==> config.mk <==
export PLATFORM = sky130hd
export DESIGN_NAME = fpcop_decoder
export DESIGN_NICKNAME = d
export VERILOG_FILES = /design/src/rtl/fpcop_pkg.sv /design/src/rtl/fpcop_fields.sv /design/src/rtl/fpcop_classify.sv /design/src/rtl/fpcop_outreg.sv /design/src/rtl/fpcop_decoder.sv
export SDC_FILE = /design/constraint.sdc
export NUM_CORES = 1
export LEC_CHECK = 0
export ABC_CLOCK_PERIOD_IN_PS = 1960
export BUFFER_PORTS_ARGS = -buffer_cell sky130_fd_sc_hd__clkbuf_2
export CELL_PAD_IN_SITES_DETAIL_PLACEMENT = 1
export CELL_PAD_IN_SITES_GLOBAL_PLACEMENT = 1
export CORE_ASPECT_RATIO = 0.8
export CORE_MARGIN = 2
export CORE_UTILIZATION = 32
export DETAILED_ROUTE_END_ITERATION = 8
export PLACE_DENSITY_LB_ADDON = 0.15
export REMOVE_ABC_BUFFERS = 1
export SYNTH_ARGS = -nofsm -noshare
export SYNTH_HDL_FRONTEND = slang
export SYNTH_SLANG_ARGS = --single-unit
==> constraint.sdc <==
create_clock -name clk -period 1.96 [get_ports clk]
set_input_delay 0.294 -clock clk [delete_from_list [all_inputs] [get_ports clk]]
set_output_delay 0.294 -clock clk [all_outputs]
set_load 0.03 [all_outputs]
==> src/rtl/fpcop_pkg.sv <==
package fpcop_pkg;
    localparam int INSTR_W = 32;
    localparam int NIB_W   = 4;
    localparam int NIB_N   = INSTR_W / NIB_W;
    localparam int FR_W    = NIB_W + 1;
    localparam int CLS_W   = 3;
    localparam int OP_W    = 5;

    typedef enum logic [CLS_W-1:0] {
        CL_NOP = 3'd0, CL_BIN = 3'd1, CL_UNA = 3'd2, CL_CVT = 3'd3,
        CL_CMP = 3'd4, CL_MVF = 3'd5, CL_MVC = 3'd6
    } cls_e;

    typedef enum logic [OP_W-1:0] {
        OP_NOP = 5'd0,  OP_ADD = 5'd1,  OP_SUB = 5'd2,  OP_MUL = 5'd3,
        OP_DIV = 5'd4,  OP_SQRT = 5'd5, OP_ABS = 5'd6,  OP_MOV = 5'd7,
        OP_NEG = 5'd8,  OP_CVRN = 5'd9, OP_CVTZ = 5'd10, OP_CVUP = 5'd11,
        OP_CVDN = 5'd12, OP_CVDF = 5'd13, OP_I2F = 5'd14, OP_CMP = 5'd15,
        OP_C2F = 5'd16, OP_F2C = 5'd17, OP_C2X = 5'd18, OP_X2C = 5'd19
    } op_e;

    // Word split into nibbles, nibble 0 holds bits 0..3 (the top of the bus)
    typedef struct packed {
        logic [NIB_N-1:0][NIB_W-1:0] nib;
    } fields_t;

    typedef struct packed {
        cls_e              cls;
        op_e               op;
        logic [FR_W-1:0]   frd;
        logic [FR_W-1:0]   frn;
        logic [FR_W-1:0]   frm;
        logic [NIB_W-1:0]  core_idx;
        logic [NIB_W-1:0]  ctl_idx;
        logic [NIB_W-1:0]  cond;
        logic              illegal;
        logic              may_trap;
    } dec_t;
endpackage

==> src/rtl/fpcop_fields.sv <==
// Splits the instruction word into nibbles numbered from the MSB end.
// Assumes bit 0 of the word is instr[INSTR_W-1].
module fpcop_fields
    import fpcop_pkg::*;
(
    input  logic [INSTR_W-1:0] instr,
    output fields_t            flds
);
    // One slice per nibble, nibble k taken from the MSB side
    for (genvar k = 0; k < NIB_N; k++) begin : g_nib
        assign flds.nib[k] = instr[INSTR_W-1-NIB_W*k -: NIB_W];
    end
endmodule

==> src/rtl/fpcop_classify.sv <==
// Matches the nibble fields against every defined pattern and builds the
// decoded record. Purely combinational; unmatched words become a no-op
// with the illegal flag set and every index cleared.
module fpcop_classify
    import fpcop_pkg::*;
(
    input  fields_t flds,
    output dec_t    dec
);
    logic [NIB_W-1:0] n1, n2, n4, n5, n6, n7;
    logic             hdr_ok, b28, b29, b30, b31;
    cls_e             cls;
    op_e              op;

    assign n1  = flds.nib[1];
    assign n2  = flds.nib[2];
    assign n4  = flds.nib[4];
    assign n5  = flds.nib[5];
    assign n6  = flds.nib[6];
    assign n7  = flds.nib[7];
    assign b28 = n7[3];
    assign b29 = n7[2];
    assign b30 = n7[1];
    assign b31 = n7[0];
    assign hdr_ok = (flds.nib[0] == 4'hF) && (flds.nib[3] == 4'h7);

    // Pick class and operation from the sub-opcode nibble and zero fields
    always_comb begin
        cls = CL_NOP;
        op  = OP_NOP;
        if (hdr_ok) begin
            case (n4)
                4'h0: if (!b31) begin
                    if (n2 <= 4'h3) begin
                        cls = CL_BIN;
                        op  = op_e'(OP_W'(n2) + OP_W'(1));
                    end else if (n6 == '0 && !b30) begin
                        if (n2 <= 4'h7) begin
                            cls = CL_UNA;
                            op  = op_e'(OP_W'(n2) + OP_W'(1));
                        end else if (n2 >= 4'hC) begin
                            cls = CL_CVT;
                            op  = op_e'(OP_W'(n2) - OP_W'(3));
                        end
                    end
                end
                4'h1: if (n2 == 4'h4 && n6 == '0 && !b30 && !b31) begin
                    cls = CL_CVT;
                    op  = OP_CVDF;
                end
                4'h9: if (n2 == 4'h0 && n6 == '0 && !b30 && !b31) begin
                    cls = CL_CVT;
                    op  = OP_I2F;
                end
                4'h2: if (n1 == '0 && !b28 && !b31) begin
                    cls = CL_CMP;
                    op  = OP_CMP;
                end
                4'hF: if (n5 == '0 && n6 == '0 && !b29) begin
                    if (!b30) begin
                        cls = CL_MVF;
                        op  = b31 ? OP_F2C : OP_C2F;
                    end else if (!b28) begin
                        cls = CL_MVC;
                        op  = b31 ? OP_X2C : OP_C2X;
                    end
                end
                default: ;
            endcase
        end
    end

    // Assemble indices, condition and trap flag for legal words only
    always_comb begin
        dec = '0;
        dec.cls = cls;
        dec.op  = op;
        if (cls == CL_NOP) begin
            dec.illegal = 1'b1;
        end else begin
            dec.frd      = {b28, n1};
            dec.frn      = {b29, n5};
            dec.frm      = {b30, n6};
            dec.core_idx = n2;
            dec.ctl_idx  = n1;
            dec.cond     = (cls == CL_CMP) ? n2 : '0;
            dec.may_trap = (cls != CL_MVF) && (cls != CL_MVC);
        end
    end
endmodule

==> src/rtl/fpcop_outreg.sv <==
// Optional output stage. REG_OUT=1 registers the record with a synchronous
// active-low reset to all zeros; REG_OUT=0 passes it straight through.
module fpcop_outreg
    import fpcop_pkg::*;
#(
    parameter bit REG_OUT = 1'b1
) (
    input  logic clk,
    input  logic rst_n,
    input  dec_t d_in,
    output dec_t d_out
);
    if (REG_OUT) begin : g_reg
        dec_t q;
        // Capture the decoded record each cycle
        always_ff @(posedge clk) begin
            if (!rst_n) q <= '0;
            else        q <= d_in;
        end
        assign d_out = q;
    end else begin : g_comb
        assign d_out = d_in;
    end
endmodule

==> src/rtl/fpcop_decoder.sv <==
// Top of the coprocessor instruction decoder: field split, pattern match
// and optional output register. Assumes bit 0 of the word is instr[31].
module fpcop_decoder
    import fpcop_pkg::*;
#(
    parameter bit REG_OUT = 1'b1
) (
    input  logic               clk,
    input  logic               rst_n,
    input  logic [INSTR_W-1:0] instr,
    output logic [CLS_W-1:0]   cls,
    output logic [OP_W-1:0]    op,
    output logic [FR_W-1:0]    frd,
    output logic [FR_W-1:0]    frn,
    output logic [FR_W-1:0]    frm,
    output logic [NIB_W-1:0]   core_idx,
    output logic [NIB_W-1:0]   ctl_idx,
    output logic [NIB_W-1:0]   cond,
    output logic               illegal,
    output logic               may_trap
);
    fields_t flds;
    dec_t    dec_c, dec_q;

    fpcop_fields   u_fields (.instr(instr), .flds(flds));
    fpcop_classify u_class  (.flds(flds), .dec(dec_c));
    fpcop_outreg #(.REG_OUT(REG_OUT)) u_out (
        .clk(clk), .rst_n(rst_n), .d_in(dec_c), .d_out(dec_q)
    );

    assign cls      = dec_q.cls;
    assign op       = dec_q.op;
    assign frd      = dec_q.frd;
    assign frn      = dec_q.frn;
    assign frm      = dec_q.frm;
    assign core_idx = dec_q.core_idx;
    assign ctl_idx  = dec_q.ctl_idx;
    assign cond     = dec_q.cond;
    assign illegal  = dec_q.illegal;
    assign may_trap = dec_q.may_trap;
endmodule

Word level (Yosys, flattened, before mapping)
Cells that the tools add are included.
W data, S select, Z words.
{"block": "totals", "reg_bits": 37, "out_inout_bits": 37, "elab_cells": 81}
{"block": "op_classes", "n_addsub": 2, "n_lt_le_gt_ge": 3, "n_eq_ne": 10, "muxes": 28, "bitwise": 2, "n_reduce_logical": 26}
{"operator": "$mux W5", "n": 8}
{"operator": "$mux W3", "n": 9}
{"operator": "$pmux W5 S5", "n": 1}
{"operator": "$logic_not A4 Y1", "n": 5}
{"operator": "$pmux W3 S5", "n": 1}
{"operator": "$logic_and A1 B1 Y1", "n": 13}
{"operator": "$eq A4 B4 Y1 const B", "n": 3}
{"operator": "$mux W4", "n": 3}
{"operator": "$eq A4 B3 Y1 const B", "n": 2}
{"operator": "$mux W2", "n": 3}
{"operator": "$ne A3 B3 Y1 const B", "n": 2}
{"operator": "$add A4 B1 Y5 const B", "n": 1}
{"operator": "$sub A4 B2 Y5 const B", "n": 1}
{"operator": "$eq A4 B1 Y1 const B", "n": 1}
{"operator": "$eq A4 B2 Y1 const B", "n": 1}
{"operator": "$ge A4 B4 Y1 const B", "n": 1}
{"operator": "$le A4 B2 Y1 const B", "n": 1}
{"operator": "$le A4 B3 Y1 const B", "n": 1}
{"operator": "$logic_not A1 Y1", "n": 4}
{"operator": "$eq A3 B3 Y1 const B", "n": 1}
{"operator": "$logic_not A3 Y1", "n": 1}
{"operator": "$mux W1", "n": 3}
{"operator": "$reduce_or A3 Y1", "n": 1}
{"operator": "$not A1 Y1", "n": 2}
{"operator": "other kinds (2)", "n": 2}

Logic depth before layout (Yosys ltp)
Gate-level depths: netlist of run 1.
{"block": "logic_depth", "ltp_word": 11, "ltp_mapped": 8}

Cells and area by module
From an unflattened synthesis of run 1, not the netlist that was laid out.
{"block": "hier_totals", "cells_unflattened": 212, "area_unflattened_um2": 1933.1}
{"module": "fpcop_outreg", "n_inst": 1, "cells_per_inst": 77, "area_each_um2": 1033.5, "seq_area_each_um2": 740.7}
{"module": "fpcop_classify", "n_inst": 1, "cells_per_inst": 103, "area_each_um2": 659.4, "seq_area_each_um2": 0.0}
{"module": "fpcop_fields", "n_inst": 1, "cells_per_inst": 32, "area_each_um2": 240.2, "seq_area_each_um2": 0.0}

Worst setup path before layout of run 1
No wires, ideal clock.
{"block": "synth_path", "path_kind": "input -> register", "start": "in instr[15]", "end": "reg u_out.g_reg.q (netlist bit u_out.d_out[12])", "setup_time_ps": 59, "t_arrival_ps": 1763, "required_ps": 1901, "setup_slack_ps": 138, "cell_stages": 6, "path_buffers": 2, "path_cell_list": "buf_6 > or3_1 > a2111o_1 > a41oi_4 > buf_6 > and2_1"}
{"block": "synth_between", "elab_chain_cells": 5, "elab_cells_between_ends": 9, "cone_classes": "eq/ne: 4; mux: 2; reduce/logical: 3"}
{"item": "from (decl)", "line_no": "fpcop_decoder.sv:10", "text": "input logic [INSTR_W-1:0] instr,"}
{"item": "$eq A4 B4 Y1, or another cell as far along", "line_no": "fpcop_classify.sv:32", "text": "case (n4)"}
{"item": "$pmux W3 S5 (*)", "line_no": "fpcop_classify.sv:32"}
{"item": "$mux W3 (*)", "line_no": "fpcop_classify.sv:31", "text": "if (hdr_ok) begin"}
{"item": "$logic_not A3 Y1 (*)", "line_no": "fpcop_classify.sv:78", "text": "if (cls == CL_NOP) begin"}
{"item": "$reduce_or A2 Y1 (no line) (*)"}
{"item": "to (signal assigned)", "line_no": "fpcop_outreg.sv:18", "text": "else q <= d_in;"}
{"item": "to (decl)", "line_no": "fpcop_outreg.sv:14", "text": "dec_t q;"}
Mark *: on every way between the ends. The rest lies on a longest branch, timed or not.
A chain may end at the register's enable or synchronous reset.

Worst setup path in the final report of run 1
{"block": "layout_path", "start": "in instr[7]", "end": "reg u_out.g_reg.q (netlist bit u_out.d_out[0])"}
{"block": "layout_between", "elab_chain_cells": 9, "elab_cells_between_ends": 23, "cone_classes": "eq/ne: 2; mux: 8; reduce/logical: 13"}
{"item": "$logic_not A4 Y1 (*)"}
{"item": "$logic_and A1 B1 Y1 (on tied branches)", "line_no": "fpcop_classify.sv:37, fpcop_classify.sv:47, fpcop_classify.sv:51"}
{"item": "$mux W3, or another cell as far along", "line_no": "fpcop_classify.sv:37", "text": "end else if (n6 == '0 && !b30) begin"}
{"item": "$mux W3, or another cell as far along", "line_no": "fpcop_classify.sv:34", "text": "if (n2 <= 4'h3) begin"}
{"item": "$mux W3, or another cell as far along", "line_no": "fpcop_classify.sv:33", "text": "4'h0: if (!b31) begin"}
{"item": "$pmux W3 S5 (*)", "line_no": "fpcop_classify.sv:32"}
{"item": "$mux W3 (*)", "line_no": "fpcop_classify.sv:31"}
{"item": "$ne A3 B3 Y1 / $logic_not A3 Y1 (equally long branches)", "line_no": "fpcop_classify.sv:87, fpcop_classify.sv:78"}
{"item": "$logic_and A1 B1 Y1 / $reduce_or A2 Y1 (equally long branches)"}
Marked as above.

==> results.toml, run 1 <==
[floorplanning]
dieArea_um2 = 4750
die_x_um = 76.6
fp.coreArea_um2 = 4130
start_util_pct = 32.7
placementRows = 21
io_pins = 71
die_y_um = 62.1

[grt]
grt_max_degree = 18
grt_pass1_wl_um = 5940
grt_pass1_vias = 1281
grt_use_total_pct = 16.4
gr-total-overflow = 0
antenna_found_initial = 0

[clock_network]
cts_setup_buffers = 0
clk_path_buf_depth = 2
cts_tree = "done"
cts_hold_buf = 0
clock_sinks = 33
cts_resized = 0
clkTransAtPathRegs_ns = 0.06
numCtsBuffers = 5
cts_max_level = 2
clock-root-buffer = "clkbuf_8"

[timing]
finalSetupViolations = 0
fin_tns_setup_ns = 0
timing.final.hold_violations = 0
whs_ns = 0.225
min_period_ns = 1.75
drv_slew = 0
post-route-period-util_pct = 89.2
rsz0062_at_grt = "false"
worst_pin_slew_ns = 0.430
max_freq_ghz = 0.572
relSlewSlack_pct = 71.1

[final_layout]
nets = 252
multiInputGateArea_um2 = 617
final_common_cell = "clkbuf_2"
regArea_um2 = 661
final_cells = 274
fin_area_um2 = 1920
layout-drive-gt1-share_pct = 46.1
nFillCells = 512
n_antenna_cell = 0
layout_common_cells = "clkbuf_2, dfxtp_1, and2_1"
largest_register_ffs = 33
fin_util_pct = 46.6
syn2layout_area_growth_pct = 42.5

[logic_synthesis]
syn_avg_cell_area_um2 = 10.1
syn-cell-area_um2 = 1350
synth_edf_count = 0
synth_top_area_share_pct = 49.0
async_reset_ff_share_pct = 0
ys_seq_area_share_pct = 49.0
synth_cell_types = 39
yosysWarningCount = 0
yosys-top-cells-area = "dfxtp_1, and2_1, a31oi_1"
synth_seq_cells = 33
synth-main-ff-cell = "dfxtp_1"
synthCells = 134
yosysTopAreaCell = "dfxtp_1"

[place]
gp_congestion = 0.825
portBuffers = 70
hpwl_um = 3020
post_dp_cell_area_um2 = 1820
dp.cells = 266

[route]
wl_um = 3640
vias = 1269
wire_per_inst_um = 13.3
firstDrtPassIters = 4
vias_per_cell = 4.63
antenna_left = 0
drc = 0
first_iter_violations = 29

[setup_path]
path_cells = "clkbuf_2 > or4_4 > nor4_2 > a31oi_1 > buf_4 > a31o_2 > a21oi_1"
crit_fanout = 3
max_stage_delay_ns = 0.56
cp.arrival_ns = 1.96
cp-start-kind = "input pin"
cp_slowest_cell = "or4_4"
critPathRequiredTime_ns = 2.17
endpoint_kind = "register"
critical_path_class = "input pin to register"

[power]
power.density_nw_per_um2 = 683
irDropWorstVdd_uv = 268
leakage_nw = 0.864

[worst_hold_path]
min_path_type = "input pin to register"

[flow_run]
maxCapViolations = 0

[status]
status = "completed"
[final timing paths]
check	from	endpoint	slack (ns)	cells after the start
worst min-delay path	rst_n	u_out.d_out[1]	0.22	2
worst max-delay path	instr[7]	u_out.d_out[0]	0.21	7
[layer usage]
layer	routed length (um)	up-vias	global-route usage (%)	part of all wire [%]
met3	254	5	5.64	7.0
met5	0	-	0	0
met1	1650	581	19.7	45
met4	46	0	5.45	1.3
met2	1690	45	28.3	46
li1	-	638	-	-
[worst max-delay path: cells and delay by family]
kind / cells / cell delay [ns]
buf+inv: 2 / 0.27
simple gates: 2 / 0.89
compound gates: 3 / 0.50
[cell usage after synthesis, drive strengths merged, types with 2 or more instances]
master / count
or4: 2
nand4b: 4
nand3: 3
buf: 6
nor2b: 4
inv: 3
o21ai: 4
nand2: 5
nor2: 7
or3b: 2
and2: 20
a21oi: 4
nor3: 6
nor4: 4
ha: 2
a41oi: 2
dfxtp: 33
a31oi: 6
clkbuf: 2
[where the power goes]
part | internal, mW | switching (mW)
logic | 0.0449 | 0.0495
registers | 0.672 | 0.000277
clock network | 0.317 | 0.230
total | 1.03 | 0.280
[logic make-up after synthesis]
logic type	count (synthesis)	synth area share [%]
adders and majority gates	2	1.85
xor gates and xnor gates	1	0.649
buffers and inverters	11	5.29
and+or+nand+nor	66	31.5
AOI/OAI and AO/OA	21	11.7
DFF	33	49.0
[area by class of cell]
| class | count | area share (%) |
|---|---|---|
| multi-input combinational | 90 | 32.1 |
| timing repair buffer | 83 | 24.0 |
| clock inverter | 1 | 0.260 |
| inverter | 3 | 0.586 |
| clock buffer | 7 | 5.01 |
| sequential | 33 | 34.4 |
| tap | 57 | 3.71 |
[stage by stage]
| step | power (mW) | setup slack, ns |
|---|---|---|
| 3_3_place_gp | 0.779 | -0.00209 |
| 2_1_floorplan | 0.716 | 0.147 |
| 6_report | 1.31 | 0.212 |
| 4_1_cts | 1.33 | 0.204 |
| 3_5_place_dp | 0.782 | -0.0732 |
| 5_1_grt | 1.37 | 0.100 |
(Power assumes the default switching activity.)
==> run 2: changes to the inputs <==
--- a/config.mk
+++ b/config.mk
@@ -5,16 +5,18 @@
 export SDC_FILE = /design/constraint.sdc
 export NUM_CORES = 1
 export LEC_CHECK = 0
-export ABC_CLOCK_PERIOD_IN_PS = 1960
+export ABC_AREA = 1
+export ABC_CLOCK_PERIOD_IN_PS = 2200
 export BUFFER_PORTS_ARGS = -buffer_cell sky130_fd_sc_hd__clkbuf_2
 export CELL_PAD_IN_SITES_DETAIL_PLACEMENT = 1
 export CELL_PAD_IN_SITES_GLOBAL_PLACEMENT = 1
 export CORE_ASPECT_RATIO = 0.8
 export CORE_MARGIN = 2
-export CORE_UTILIZATION = 32
+export CORE_UTILIZATION = 37
 export DETAILED_ROUTE_END_ITERATION = 8
 export PLACE_DENSITY_LB_ADDON = 0.15
 export REMOVE_ABC_BUFFERS = 1
 export SYNTH_ARGS = -nofsm -noshare
 export SYNTH_HDL_FRONTEND = slang
+export SYNTH_HIERARCHICAL = 1
 export SYNTH_SLANG_ARGS = --single-unit
==> constraint.sdc (replaced) <==
create_clock -name clk -period 2.2 [get_ports clk]
set_input_delay 0.33 -clock clk [delete_from_list [all_inputs] [get_ports clk]]
set_output_delay 0.33 -clock clk [all_outputs]
set_load 0.03 [all_outputs]
==> run 2 against run 1 <==
Clock power is 18% lower. Sequential power hardly changed. Synthesized cell count is 120% higher. Non-clock buffer count is 12 lower. Worst hold slack better by 0.12 ns. Count of clock-buffer cells in the layout is 1 lower. Largest cell class unchanged. Largest power group unchanged. Highest routed layer unchanged.
==> results.toml, run 2 <==
[timing]
min_period_ns = 1.77
worst_slack_ns = 0.434
relSlewSlack_pct = 52.6
finalSetupViolations = 0
timing.final.hold_violations = 0
max_freq_ghz = 0.566
drv_slew = 0
fin_tns_setup_ns = 0
rsz0062_at_grt = "false"
worst_pin_slew_ns = 0.711
post-route-period-util_pct = 80.3

[place]
portBuffers = 70
gp_congestion = 0.831
pre_cts_ws_ns = 0.115
hpwl_um = 3290

[logic_synthesis]
synth_edf_count = 0
ys_seq_area_share_pct = 36.5
yosysMostFrequentCell = "nand2_1"
synthCells = 295
synth_common_cells = "nand2_1, inv_1, dfxtp_1"
synth_top_area_share_pct = 36.5
synth_seq_cells = 37
yosysWarningCount = 6
async_reset_ff_share_pct = 0
syn-cell-area_um2 = 2030
syn_avg_cell_area_um2 = 6.88
yosys-top-cells-area = "dfxtp_1, buf_4, nand2_1"
synth_cell_types = 22
yosysTopAreaCell = "dfxtp_1"
synth-main-ff-cell = "dfxtp_1"

[final_layout]
largest_register_ffs = 37
n_antenna_cell = 0
nets = 367
layout_common_cells = "nand2_1, clkbuf_2, inv_1"
syn2layout_area_growth_pct = 9.68
final_common_cell = "nand2_1"
layout-drive-gt1-share_pct = 32.8

[clock_network]
clock-root-buffer = "clkbuf_8"
clk_path_buf_depth = 2
clock_sinks = 37
cts_setup_buffers = 0
cts_hold_buf = 0
cts_resized = 0
numCtsBuffers = 5
cts_max_level = 2
cts_tree = "done"
clkTransAtPathRegs_ns = 0.07

[route]
wire_per_inst_um = 10.2
vias = 1639
firstDrtPassIters = 4
wl_um = 4050
first_iter_violations = 17
vias_per_cell = 4.13
drc = 0
antenna_left = 0

[power]
pwr-share-seq_pct = 55.5
leakage_nw = 1.54
power.density_nw_per_um2 = 543
p_int_uw = 923
irDropWorstVdd_uv = 405
power_frac_comb_pct = 7.3
p_clk_share_pct = 37.2
netSwitchingFraction_pct = 23.5
p_switching_uw = 284

[grt]
grt_pass1_wl_um = 6880
grt_use_total_pct = 14.2
antenna_found_initial = 0
gr-total-overflow = 0
grt_max_degree = 38
grt_pass1_vias = 1575

[worst_hold_path]
min_path_type = "input pin to register"

[flow_run]
maxCapViolations = 0

[setup_path]
crit_fanout = 16
critPathRequiredTime_ns = 2.43
cp-start-kind = "input pin"
endpoint_kind = "register"
cp.arrival_ns = 1.99
critical_path_class = "input pin to register"

[floorplanning]
start_util_pct = 37.8
die_y_um = 70.2
placementRows = 24
die_x_um = 86.8
fp.coreArea_um2 = 5380
dieArea_um2 = 6100
io_pins = 71

[status]
status = "completed"
[run 2: cell count changes after synthesis, sizes merged, moves of 4 or more]
cell | previous run | this run
nand2 | 5 | 86
inv | 3 | 79
buf | 6 | 42
and2 | 20 | 0
nor2 | 7 | 21
nand3 | 3 | 11
a31oi | 6 | 1
dfxtp | 33 | 37
nand4b | 4 | 0
nor2b | 4 | 0
nor3 | 6 | 2
nor4 | 4 | 0
[run 2: area by class of cell]
cell class                 count  area (um^2)
multi-input combinational    137          654
clock inverter                 2         10.0
inverter                      79          297
tap                           65         81.3
fill                         756         3150
clock buffer                   6         72.6
timing repair buffer          71          370
sequential                    37          741
[run 2: worst paths after layout]
check / start / cells after the start / end
worst min-delay path: instr[11] / 5 / u_out/d_out[22]
worst max-delay path: instr[20] / 16 / u_out/d_out[9]
[run 2: cells by family (layout without fill, tap and decap cells)]
kind of cell,Yosys count,count (layout),share of synthesized area [%]
simple gates,125,125,27.4
buf+inv,121,158,31.3
flops,37,37,36.5
compound gates,9,9,3.14
fa+ha+maj,2,2,1.23
xor+xnor,1,1,0.432
[run 2: layer usage]
metal	global-route usage, %	part of all wire [%]	vias to the layer above
met5	0	0	-
li1	-	-	875
met2	23.2	45	34
met3	3.90	4.8	2
met4	3.13	0.62	0
met1	18.5	50	728
[run 2: critical path, stage by stage]
cell and delay (ns):
clkbuf_2 0.11, inv_1 0.13, ha_1 0.16, nand2_1 0.05
nor2_1 0.17, nand2_1 0.10, nor2_1 0.12, nor2_2 0.06
nand3_1 0.06, nand2_1 0.10, nand3_2 0.17, buf_12 0.17
nand2_1 0.06, inv_1 0.07, nand2_1 0.05, inv_1 0.07
[run 2: stage by stage]
step | instance area [um^2] | power [mW] | hold WS [ns] | util, % | std cells
after global routing | 2230 | 1.27 | 0.364 | 41.4 | 397
final | 2230 | 1.21 | 0.341 | 41.4 | 397
after CTS | 2230 | 1.24 | 0.335 | 41.4 | 397
after detailed placement | 2140 | 0.776 | 0.629 | 39.9 | 389
after global placement | 2140 | 0.775 | 0.627 | 39.9 | 389
after floorplan | 1690 | 0.717 | 0.423 | - | 253
[run 2: power by group through the flow]
| stage | Sequential, mW | Clock [mW] | Combinational (mW) |
|---|---|---|---|
| after floorplan | 0.688 | 0 | 0.0288 |
| after global placement | 0.686 | 0 | 0.0887 |
| after detailed placement | 0.686 | 0 | 0.0901 |
| after CTS | 0.670 | 0.477 | 0.0905 |
| after global routing | 0.670 | 0.498 | 0.101 |
| final | 0.670 | 0.449 | 0.0880 |
